### config.mk
export PLATFORM = sky130hd
export DESIGN_NAME = tuner_bus_slave
export DESIGN_NICKNAME = d
export VERILOG_FILES = /design/src/rtl/tuner_pkg.sv /design/src/rtl/tuner_line_sync.sv /design/src/rtl/tuner_byte_fsm.sv /design/src/rtl/tuner_reg_bank.sv /design/src/rtl/tuner_bus_slave.sv
export SDC_FILE = /design/constraint.sdc
export NUM_CORES = 1
export LEC_CHECK = 0
export BUFFER_PORTS_ARGS = -buffer_cell sky130_fd_sc_hd__clkbuf_2
export CAP_MARGIN = 20
export CORE_MARGIN = 5
export CORE_UTILIZATION = 50
export CTS_BUF_LIST = sky130_fd_sc_hd__clkbuf_4
export DETAILED_ROUTE_END_ITERATION = 8
export GPL_TIMING_DRIVEN = 0
export HOLD_SLACK_MARGIN = 0.03
export PLACE_DENSITY = 0.78
export SLEW_MARGIN = 10
export SYNTH_ARGS = -nofsm -noshare
export SYNTH_HDL_FRONTEND = slang
export SYNTH_SLANG_ARGS = --single-unit
### constraint.sdc
create_clock -name clk -period 1.8 [get_ports clk]
set_input_delay 0 -clock clk [delete_from_list [all_inputs] [get_ports clk]]
set_output_delay 0 -clock clk [all_outputs]
set_load 0.02 [all_outputs]
### src/rtl/tuner_pkg.sv
package tuner_pkg;
   typedef enum logic [1:0] {
      ST_IDLE,
      ST_ADDR,
      ST_DATA,
      ST_SKIP
   } bus_state_t;

   localparam logic [4:0] ADDR_PREFIX = 5'b11000;
   localparam int         BYTE_W      = 8;
endpackage

### src/rtl/tuner_line_sync.sv
module tuner_line_sync #(
   parameter int STAGES = 2
) (
   input  logic clk,
   input  logic rst_n,
   input  logic scl_i,
   input  logic sda_i,
   output logic scl_lvl,
   output logic sda_lvl,
   output logic scl_rise,
   output logic scl_fall,
   output logic start_evt,
   output logic stop_evt
);
   if (STAGES < 2) begin : g_bad_stages
      $error("tuner_line_sync: STAGES must be at least 2");
   end

   logic [STAGES-1:0] scl_ff, sda_ff;
   logic              scl_d, sda_d;

   always_ff @(posedge clk or negedge rst_n) begin
      if (!rst_n) begin
         scl_ff <= '1;
         sda_ff <= '1;
         scl_d  <= 1'b1;
         sda_d  <= 1'b1;
      end else begin
         scl_ff <= {scl_ff[STAGES-2:0], scl_i};
         sda_ff <= {sda_ff[STAGES-2:0], sda_i};
         scl_d  <= scl_ff[STAGES-1];
         sda_d  <= sda_ff[STAGES-1];
      end
   end

   assign scl_lvl   = scl_ff[STAGES-1];
   assign sda_lvl   = sda_ff[STAGES-1];
   assign scl_rise  = scl_lvl & ~scl_d;
   assign scl_fall  = ~scl_lvl & scl_d;
   assign start_evt = scl_lvl & scl_d & sda_d & ~sda_lvl;
   assign stop_evt  = scl_lvl & scl_d & ~sda_d & sda_lvl;
endmodule

### src/rtl/tuner_byte_fsm.sv
module tuner_byte_fsm
   import tuner_pkg::*;
(
   input  logic              clk,
   input  logic              rst_n,
   input  logic              scl_lvl,
   input  logic              sda_lvl,
   input  logic              scl_rise,
   input  logic              scl_fall,
   input  logic              start_evt,
   input  logic              stop_evt,
   input  logic [1:0]        addr_sel,
   output logic              ack_q,
   output logic              byte_wr,
   output logic              wr_second,
   output logic [BYTE_W-1:0] byte_val
);
   localparam int CNT_W = $clog2(BYTE_W + 1);
   localparam logic [CNT_W-1:0] FULL = CNT_W'(BYTE_W);

   bus_state_t        state;
   logic [CNT_W-1:0]  cnt;
   logic [BYTE_W-1:0] shreg;
   logic              second_q;

   always_ff @(posedge clk or negedge rst_n) begin
      if (!rst_n) begin
         state     <= ST_IDLE;
         cnt       <= '0;
         shreg     <= '0;
         ack_q     <= 1'b0;
         second_q  <= 1'b0;
         byte_wr   <= 1'b0;
         wr_second <= 1'b0;
      end else begin
         byte_wr <= 1'b0;
         if (start_evt) begin
            state    <= ST_ADDR;
            cnt      <= '0;
            ack_q    <= 1'b0;
            second_q <= 1'b0;
         end else if (stop_evt) begin
            state <= ST_IDLE;
            cnt   <= '0;
            ack_q <= 1'b0;
         end else if (state == ST_ADDR || state == ST_DATA) begin
            if (scl_rise && cnt < FULL) begin
               shreg <= {shreg[BYTE_W-2:0], sda_lvl};
               cnt   <= cnt + 1'b1;
            end else if (scl_fall) begin
               if (ack_q) begin
                  ack_q <= 1'b0;
                  cnt   <= '0;
               end else if (cnt == FULL) begin
                  if (state == ST_ADDR) begin
                     if (shreg == {ADDR_PREFIX, addr_sel, 1'b0}) begin
                        ack_q <= 1'b1;
                        state <= ST_DATA;
                     end else begin
                        state <= ST_SKIP;
                     end
                  end else begin
                     ack_q     <= 1'b1;
                     byte_wr   <= 1'b1;
                     wr_second <= second_q;
                     second_q  <= ~second_q;
                  end
               end
            end
         end
      end
   end

   assign byte_val = shreg;


   rst_release_chk: assert property (@(posedge clk) !rst_n |=> !ack_q);

   ack_on_low_clk_chk: assert property (@(posedge clk) disable iff (!rst_n)
      $rose(ack_q) |-> !scl_lvl);

   skip_silent_chk: assert property (@(posedge clk) disable iff (!rst_n)
      (state == ST_SKIP) |-> !ack_q);

   restart_addr_chk: assert property (@(posedge clk) disable iff (!rst_n)
      start_evt |=> (state == ST_ADDR && !second_q));
endmodule

### src/rtl/tuner_reg_bank.sv
module tuner_reg_bank
   import tuner_pkg::*;
#(
   parameter int DIV_W = 15
) (
   input  logic              clk,
   input  logic              rst_n,
   input  logic              byte_wr,
   input  logic              wr_second,
   input  logic [BYTE_W-1:0] byte_val,
   output logic [DIV_W-1:0]  div_ratio,
   output logic              pump_hi,
   output logic              test_sel,
   output logic              cp_tri,
   output logic              ud_off,
   output logic [4:0]        ports
);
   localparam int HI_W = DIV_W - BYTE_W;

   if (DIV_W < BYTE_W + 1 || DIV_W > 2*BYTE_W - 1) begin : g_bad_div
      $error("tuner_reg_bank: DIV_W must lie in 9..15");
   end

   logic kind_ctl;

   always_ff @(posedge clk or negedge rst_n) begin
      if (!rst_n) begin
         div_ratio <= '0;
         pump_hi   <= 1'b0;
         test_sel  <= 1'b0;
         cp_tri    <= 1'b0;
         ud_off    <= 1'b0;
         ports     <= '0;
         kind_ctl  <= 1'b0;
      end else if (byte_wr) begin
         if (!wr_second) begin
            kind_ctl <= byte_val[7];
            if (!byte_val[7]) begin
               div_ratio[DIV_W-1:BYTE_W] <= byte_val[HI_W-1:0];
            end else begin
               pump_hi  <= byte_val[6];
               test_sel <= byte_val[5];
               cp_tri   <= byte_val[4];
               ud_off   <= byte_val[0];
            end
         end else if (!kind_ctl) begin
            div_ratio[BYTE_W-1:0] <= byte_val;
         end else begin
            ports <= {byte_val[7], byte_val[4], byte_val[2:0]};
         end
      end
   end


   div_only_on_write_chk: assert property (@(posedge clk) disable iff (!rst_n)
      !$stable(div_ratio) |-> $past(byte_wr));

   ports_on_second_chk: assert property (@(posedge clk) disable iff (!rst_n)
      !$stable(ports) |-> $past(byte_wr && wr_second));
endmodule

### src/rtl/tuner_bus_slave.sv
module tuner_bus_slave #(
   parameter int SYNC_STAGES = 2,
   parameter int DIV_W       = 15
) (
   input  logic             clk,
   input  logic             rst_n,
   input  logic             scl_i,
   input  logic             sda_i,
   input  logic [1:0]       addr_sel_i,
   output logic             sda_pull_o,
   output logic [DIV_W-1:0] div_ratio_o,
   output logic             pump_hi_o,
   output logic             cp_tristate_o,
   output logic             test_sel_o,
   output logic             ud_off_o,
   output logic [4:0]       port_o
);
   logic scl_lvl, sda_lvl, scl_rise, scl_fall, start_evt, stop_evt;
   logic byte_wr, wr_second;
   logic [7:0] byte_val;

   tuner_line_sync #(.STAGES(SYNC_STAGES)) sync_i (
      .clk(clk), .rst_n(rst_n), .scl_i(scl_i), .sda_i(sda_i),
      .scl_lvl(scl_lvl), .sda_lvl(sda_lvl), .scl_rise(scl_rise),
      .scl_fall(scl_fall), .start_evt(start_evt), .stop_evt(stop_evt)
   );

   tuner_byte_fsm fsm_i (
      .clk(clk), .rst_n(rst_n), .scl_lvl(scl_lvl), .sda_lvl(sda_lvl),
      .scl_rise(scl_rise), .scl_fall(scl_fall), .start_evt(start_evt),
      .stop_evt(stop_evt), .addr_sel(addr_sel_i), .ack_q(sda_pull_o),
      .byte_wr(byte_wr), .wr_second(wr_second), .byte_val(byte_val)
   );

   tuner_reg_bank #(.DIV_W(DIV_W)) regs_i (
      .clk(clk), .rst_n(rst_n), .byte_wr(byte_wr), .wr_second(wr_second),
      .byte_val(byte_val), .div_ratio(div_ratio_o), .pump_hi(pump_hi_o),
      .test_sel(test_sel_o), .cp_tri(cp_tristate_o), .ud_off(ud_off_o),
      .ports(port_o)
   );
endmodule

# Yosys cells after proc, flatten, opt, wreduce, memory -nomap -nowiden
# Index checks and enable logic that the tools add are counted.
# op_classes
n_shift,0
n_div,0
bitwise_logic,20
multipliers,0
n_reduce_logical,22
mux,40
order_cmp,1
eq_ne,10
n_addsub,1
# op_table
cell,count
$mux W1,26
$mux W4,6
$reduce_and A3 Y1,6
$mux W2,8
$not A1 Y1,13
$reduce_bool A3 Y1,4
$eq A8 B8 Y1,1
$ne A2 B1 Y1 const B,4
$reduce_and A8 Y1,1
$reduce_bool A4 Y1,2
$and A1 B1 Y1,7
$reduce_and A7 Y1,1
$ne A3 B1 Y1 const B,2
$reduce_and A6 Y1,1
$reduce_bool A2 Y1,3
$add A4 B1 Y4 const B,1
$eq A4 B4 Y1 const B,1
$lt A4 B4 Y1 const B,1
$reduce_and A4 Y1,1
$eq A2 B1 Y1 const B,1
$eq A2 B2 Y1 const B,1
$reduce_and A2 Y1,1
$logic_and A1 B1 Y1,1
$logic_or A1 B1 Y1,1
# word_totals
elab_cells,113
memories,0
ramBits,0
ff_bits,49
rom_bits,0
latch_bits,0

# Depth between registers and ports, before layout
# Gate-level depths: netlist (run 1).
# depth
ltp_word,10
mapped_depth,6
depth_no_buf,6

# Modules after synthesis
# Synthesis (run 1) repeated with hierarchy kept, for this count alone.
# unflattened
cells_unflattened,139
area_unflattened_um2,2004.4
# by_module_without_submodules
mod,area_each_um2,instances,cells_per_inst,seq_area_each_um2
tuner_reg_bank,953.4,1,56,625.6
tuner_byte_fsm,860.8,1,73,450.4
tuner_line_sync,190.2,1,10,157.7

# Least setup slack after synthesis (run 1)
# OpenSTA, ideal clock, no wires.
# synth_timing
kind,register to register
from,register fsm_i.state[0]
to,register fsm_i.shreg[0] (netlist: fsm_i.byte_val[0])
path_slack_ns,0.007
stages_incl_launch_ff,5
arrival_time_ns,1.669
period_less_slack_ns,1.793
n_path_buf,1
cell_sequence,dfrtp_1 > ha_1 > nor4b_2 > buf_2 > mux2_2
# synth_via
elab_chain_len,3
# synth_lines
element,line,source
start: declaration,tuner_byte_fsm.sv:21,bus_state_t state;
start signal: assignment,tuner_byte_fsm.sv:28,state <= ST_IDLE;
start signal: assignment,tuner_byte_fsm.sv:38,state <= ST_ADDR;
start signal: assignment,tuner_byte_fsm.sv:43,state <= ST_IDLE;
$eq A2 B1 Y1 / $eq A2 B2 Y1 (equally long branches),tuner_byte_fsm.sv:46,end else if (state == ST_ADDR || state == ST_DATA) begin
$logic_or A1 B1 Y1 (*),tuner_byte_fsm.sv:46,
$reduce_and A4 Y1 (no line) (*),--,
end signal: assignment,tuner_byte_fsm.sv:48,"shreg <= {shreg[BYTE_W-2:0], sda_lvl};"
end: declaration,tuner_byte_fsm.sv:23,logic [BYTE_W-1:0] shreg;
# Every way passes the cells marked *; elsewhere a longest branch is shown, timed or not.
# A chain may end at the register's enable or synchronous reset.

# Worst setup path after layout (run 1)
# layout_timing
from,register fsm_i.state[1]
to,register fsm_i.wr_second
# layout_via
elab_chain_len,3
# layout_lines
element,line,source
$eq A2 B1 Y1 / $eq A2 B2 Y1 (equally long branches),"tuner_byte_fsm.sv:46, tuner_byte_fsm.sv:55",
$logic_or A1 B1 Y1 / $not A1 Y1 (equally long branches),--,
$reduce_and A8 Y1 (no line) (*),--,
end signal: assignment,tuner_byte_fsm.sv:65,wr_second <= second_q;
end: declaration,tuner_byte_fsm.sv:15,"output logic wr_second,"
# Marks and branches as above.

==> results.cfg, run 1 <==
[floorplan]
num_rows = 22
die-area_um2 = 5260
die_h_um = 72.6
core-area_um2 = 3720
io-pin-count = 31
die_x_um = 72.6
initial_core_util_pct = 52.7

[synthesis]
post_synth_num_cell_types = 27
syn-cell-area_um2 = 1960
synthTopCellsByArea = dfrtp_1 (55%), mux2_2 (19%), dfstp_2 (8.1%)
netlist.area_leader.share_pct = 55.0
ys_seq_area_share_pct = 63.0
synth_cells = 135
synth.largest_area_cell = dfrtp_1
syn-num-nets = 144
ys_ff_latch = 49
avgSynthCellArea_um2 = 14.5
synth_warnings = 0

[timing]
period_needed_ps = 1790
max_freq_mhz = 558
worst_pin_slew_ps = 632
min_period_over_period_pct = 99.6
worst_hold_slack_ps = 159
setup_viol = 0
slew_headroom_pct = 57.7
slew_viol_final = 0
hold_violations = 0
skew_ps = 18.0
rsz0062_at_grt = yes

[global_routing]
gr-usage-met1_pct = 20.0
gr-total-overflow = 0
top_usage_layer = met2
track_usage_pct = 15.7
grt_max_degree = 50
use_met2_pct = 25.4
antenna_found_initial = 0
grt_pass1_vias = 1286
use_met3_pct = 5.26
grt_pass1_wl_mm = 6.30

[place]
place_hpwl_mm = 2.60
place_inst = 213
io_buffers = 30
place.gp.congestion = 0.751

[drt]
detail-route-antenna-nets = 0
vias_per_cell = 5.28
wl_per_cell_um = 16.0
drt_iter0_drc = 40
vias = 1224
postRouteWirelength_mm = 3.72
remaining_drc_errors = 0
dr.pass1.iters = 2

[flow_run]
drv_cap = 0

[power]
clkPwrFrac_pct = 22.6
internal_power_uw = 1600
p_leak_uw = 0.00118
sw_frac_of_total_pct = 30.5
power_frac_seq_pct = 61.5
ir_worst_vdd_uv = 586
combinationalPowerShare_pct = 15.9
power.total_uw = 2300
p_per_area_nw_per_um2 = 972
p_sw_uw = 702

[layout]
fin_cells = 232
final_common_cell = dfrtp_1
syn_to_final_growth_pct = 21.2
nFillCells = 301
final_nets = 192
ff_latch_area_um2 = 1230
mostFrequentLayoutCells = dfrtp_1 (43), mux2_2 (32), clkbuf_2 (29)
multi_input_area_um2 = 724
drive_gt1_share_pct = 50.0
n_antenna_cell = 0

[outcome]
status = finished, final reports clean

[setup_path]
regToRegStartpoint = fsm_i.state[1]
cp_max_fo = 4
critPathLaunch = fsm_i.state[1]
r2r_end = fsm_i.wr_second
worstSetupStartpointType = flip-flop
r2r_slack_ps = 8
worstSetupPathType = reg2reg
cp.arrival_ps = 2070
cp-end-kind = flip-flop
reg2regPathDepth = 5
crit_end = fsm_i.wr_second
crit_required_ps = 2080

[clocking]
numCtsBuffers = 5
cts-root-buf = clkbuf_4
clk_pin_slew_worst_paths_ps = 150
cts_sinks = 49
h-tree-depth = 2
cts_max_path_buffers = 2
clk-insertion-delay-late_ps = 370
cts_tree = yes

[min_path]
worstHoldPathType = in2async
layout make-up:
| type | instances | share of cell area [%] |
|---|---|---|
| Sequential cell | 49 | 52.0 |
| Clock inverter | 3 | 0.897 |
| Clock buffer | 5 | 1.58 |
| Buffer | 1 | 0.475 |
| Timing Repair Buffer | 41 | 11.0 |
| Multi-Input combinational cell | 79 | 30.6 |
| Tap cell | 48 | 2.53 |
| Inverter | 6 | 0.950 |
repair_timing:
item	CTS	global route
resized for setup	7	0
setup endpoints to repair	11	8
hold buffers	3	0
hold endpoints to repair	45	0
pin swaps	4	4
setup buffers	3	4
flip-flops by register name, summed over array words and instances, names as in the netlist, 2 cells and up:
name              flops
regs_i.div_ratio     15
fsm_i.byte_val        8
fsm_i.cnt             4
fsm_i.state           2
regs_i.ports          5
sync_i.sda_ff         2
sync_i.scl_ff         2
through the flow:
stage	area [um^2]	worst slack [ps]	util [%]	TNS [ps]
after global routing	2370	-45.7	63.8	-82.9
after floorplan	1960	6.71	-	0
after detailed placement	2170	-237	58.3	-1570
after global placement	2170	-217	58.3	-1330
after CTS	2310	-33.4	62.3	-33.4
final	2370	7.88	63.8	0
worst min path at each step:
stage / endpoint / slack, ps / depth (start not counted)
3_3_place_gp: sync_i.scl_ff[0] / 90 / 1
4_1_cts: fsm_i.state[0] / 170 / 5
2_1_floorplan: fsm_i.ack_q / -300 / 0
6_report: regs_i.cp_tri / 160 / 2
5_1_grt: regs_i.cp_tri / 190 / 2
3_5_place_dp: sync_i.sda_ff[0] / 90 / 1
logic make-up after synthesis:
kind of cell             Yosys count  share of synthesized area, %
AO/OA/AOI/OAI                     12                          3.90
buffers and inverters              7                          1.41
multiplexers                      33                          19.0
flip-flops                        49                          63.0
XOR/XNOR                           5                          2.24
adder cells (fa/ha/maj)            3                          1.92
AND/OR/NAND/NOR                   26                          8.50
Yosys cell counts (all sizes together):
cell	n
nand2b	2
dfrtp	43
xor2	1
nor3	1
nor2b	2
nand4	2
a211o	1
buf	1
dfstp	6
inv	6
o21ai	3
nand3b	2
o22ai	1
nor4b	2
ha	3
o31ai	1
o32a	1
mux2	33
nand4bb	1
nand3	2
a21oi	5
or3b	1
nand2	7
nor2	4
xnor2	4
power groups by stage:
stage / registers, uW / logic (uW) / clock network [uW]
6_report: 1420 / 365 / 521
5_1_grt: 1450 / 412 / 589
4_1_cts: 1420 / 345 / 532
3_5_place_dp: 1440 / 301 / 0
3_3_place_gp: 1420 / 279 / 0
2_1_floorplan: 1370 / 232 / 0
worst max-delay path, stage by stage, from the launching register on:
cell	delay, ps
dfrtp_1	400
inv_2	80
ha_4	210
or3b_4	410
nor3_4	280
mux2_4	320
layer usage:
layer	vias to the layer above	part of all wire, %
met2	22	50
met3	7	4.4
met5	-	0
met4	0	1.3
met1	614	44
li1	581	-
(Power assumes the default switching activity.)
==> run 2, diff against run 1 <==
Settings changed: PLACE_DENSITY 0.78 to 0.75.
Clock period 1.8 ns to 1.7 ns, I/O delays scaled along.
==> run 2 against run 1 <==
The run now ends with setup timing left. Hold slack lost 29 ps. Flip-flop and latch count is the same. Combinational power grew 19%. Sequential power grew 6%. Sequential share of layout area shrank 0.44 points. Register-to-register slack lost 110 ps. Utilization grew 0.54 points. Critical endpoint is now fsm_i.state[0].
==> results.cfg, run 2 (synthesized netlist as in run 1, its figures left out) <==
[drt]
detail-route-antenna-nets = 0
drt_iter0_drc = 48
vias = 1232
remaining_drc_errors = 0
dr.pass1.iters = 4
postRouteWirelength_mm = 3.71
wl_per_cell_um = 16.1
vias_per_cell = 5.33

[setup_path]
cp-end-kind = flip-flop
cp.arrival_ps = 2080
worstSetupStartpointType = flip-flop
crit_required_ps = 1980
cp_max_fo = 4
worstSetupPathType = reg2reg

[global_routing]
gr-total-overflow = 0
grt_max_degree = 32
antenna_found_initial = 0
grt_pass1_vias = 1232
grt_pass1_wl_mm = 6.00
track_usage_pct = 15.1

[timing]
rsz0062_at_grt = yes
hold_violations = 0
worst_pin_slew_ps = 491
fin_ws_ps = -98.0
slew_viol_final = 0
worst_hold_slack_ps = 130
skew_ps = 6.88
slew_headroom_pct = 67.3
max_freq_mhz = 556
period_needed_ps = 1800
min_period_over_period_pct = 106
setup_viol = 3

[power]
ir_worst_vdd_uv = 646
power.total_uw = 2430
p_per_area_nw_per_um2 = 1020
p_leak_uw = 0.00119

[layout]
ff_latch_area_um2 = 1230
mostFrequentLayoutCells = dfrtp_1 (43), clkbuf_2 (30), mux2_2 (29)
final_nets = 192
largest_register_ffs = 15
fin_cells = 231
multi_input_area_um2 = 762
fin_util_pct = 64.3
drive_gt1_share_pct = 51.9
final_common_cell = dfrtp_1
nFillCells = 287
syn_to_final_growth_pct = 22.2
n_antenna_cell = 0
top_register = regs_i.div_ratio

[floorplan]
initial_core_util_pct = 52.7
die_h_um = 72.6
die-area_um2 = 5260
io-pin-count = 31
num_rows = 22
core-area_um2 = 3720
die_x_um = 72.6

[clocking]
cts-root-buf = clkbuf_4
cts_sinks = 49
cts_tree = yes
cts_max_path_buffers = 2
numCtsBuffers = 5
clk_pin_slew_worst_paths_ps = 130
clk-insertion-delay-late_ps = 350
h-tree-depth = 2

[place]
io_buffers = 30
place_inst = 214
place_hpwl_mm = 2.62
place.gp.congestion = 0.817

[outcome]
violations = setup timing
status = finished, violations left

[min_path]
worstHoldPathType = in2async

[flow_run]
drv_cap = 0
[run 2: metrics by stage]
stage | cell area (um^2) | setup TNS, ps | worst slack [ps]
2_1_floorplan | 1980 | -14.2 | -14.2
3_3_place_gp | 2190 | -618 | -92.3
3_5_place_dp | 2210 | -1040 | -161
4_1_cts | 2320 | -128 | -97.2
5_1_grt | 2390 | -350 | -145
6_report | 2390 | -134 | -98.0
[run 2: layout make-up]
class | instances | area share [%]
clock inverters | 1 | 0.157
clock buffers | 6 | 1.88
multi-input cells | 79 | 31.9
plain buffers | 1 | 0.471
well taps | 48 | 2.51
repair buffers | 41 | 10.6
inverters | 6 | 0.942
flip-flops and latches | 49 | 51.6
[run 2: worst paths after layout]
path	start	endpoint	slack, ps	cells after the start
worst min-delay path	rst_n	fsm_i.byte_val[4]	130	2
worst max register to register	fsm_i.state[0]	fsm_i.state[0]	-100	5
worst max-delay path	fsm_i.state[0]	fsm_i.state[0]	-100	5
min in group clk	addr_sel_i[0]	fsm_i.state[0]	220	5
max in group asynchronous	rst_n	sync_i.sda_d	970	3
worst min register to register	sync_i.sda_ff[0]	sync_i.sda_ff[1]	360	0
[run 2: routing by layer]
metal	share of wire (%)	global-route usage, %	vias up	wire length, um
li1	-	-	568	-
met1	42	18.4	633	1570
met2	53	25.5	26	1950
met3	3.9	3.60	5	146
met4	1.3	6.76	0	49
met5	0	0	-	0
[run 2: report_power, final]
| group | leakage, uW | total [uW] | internal, uW | switching [uW] |
|---|---|---|---|---|
| Combinational | 0.000515 | 433 | 257 | 176 |
| Sequential | 0.000643 | 1510 | 1310 | 201 |
| Clock | 0.0000292 | 490 | 167 | 323 |
| Total | 0.00119 | 2430 | 1730 | 700 |
[run 2: timing repair]
item                                    in CTS  in global routing
pin swaps                                    1                  2
hold endpoints to repair                    47                  0
hold buffers                                 3                  0
cloned                                       0                  1
gates resized for setup                      4                 11
buffers inserted                             2                  4
endpoints found under the setup margin       9                 19
[run 2: critical path: stages, from the launching register on]
cell and delay, ps:
dfrtp_1 430, ha_4 260, or3b_4 410, o32a_1 390, nor2b_1 150, a21oi_2 100
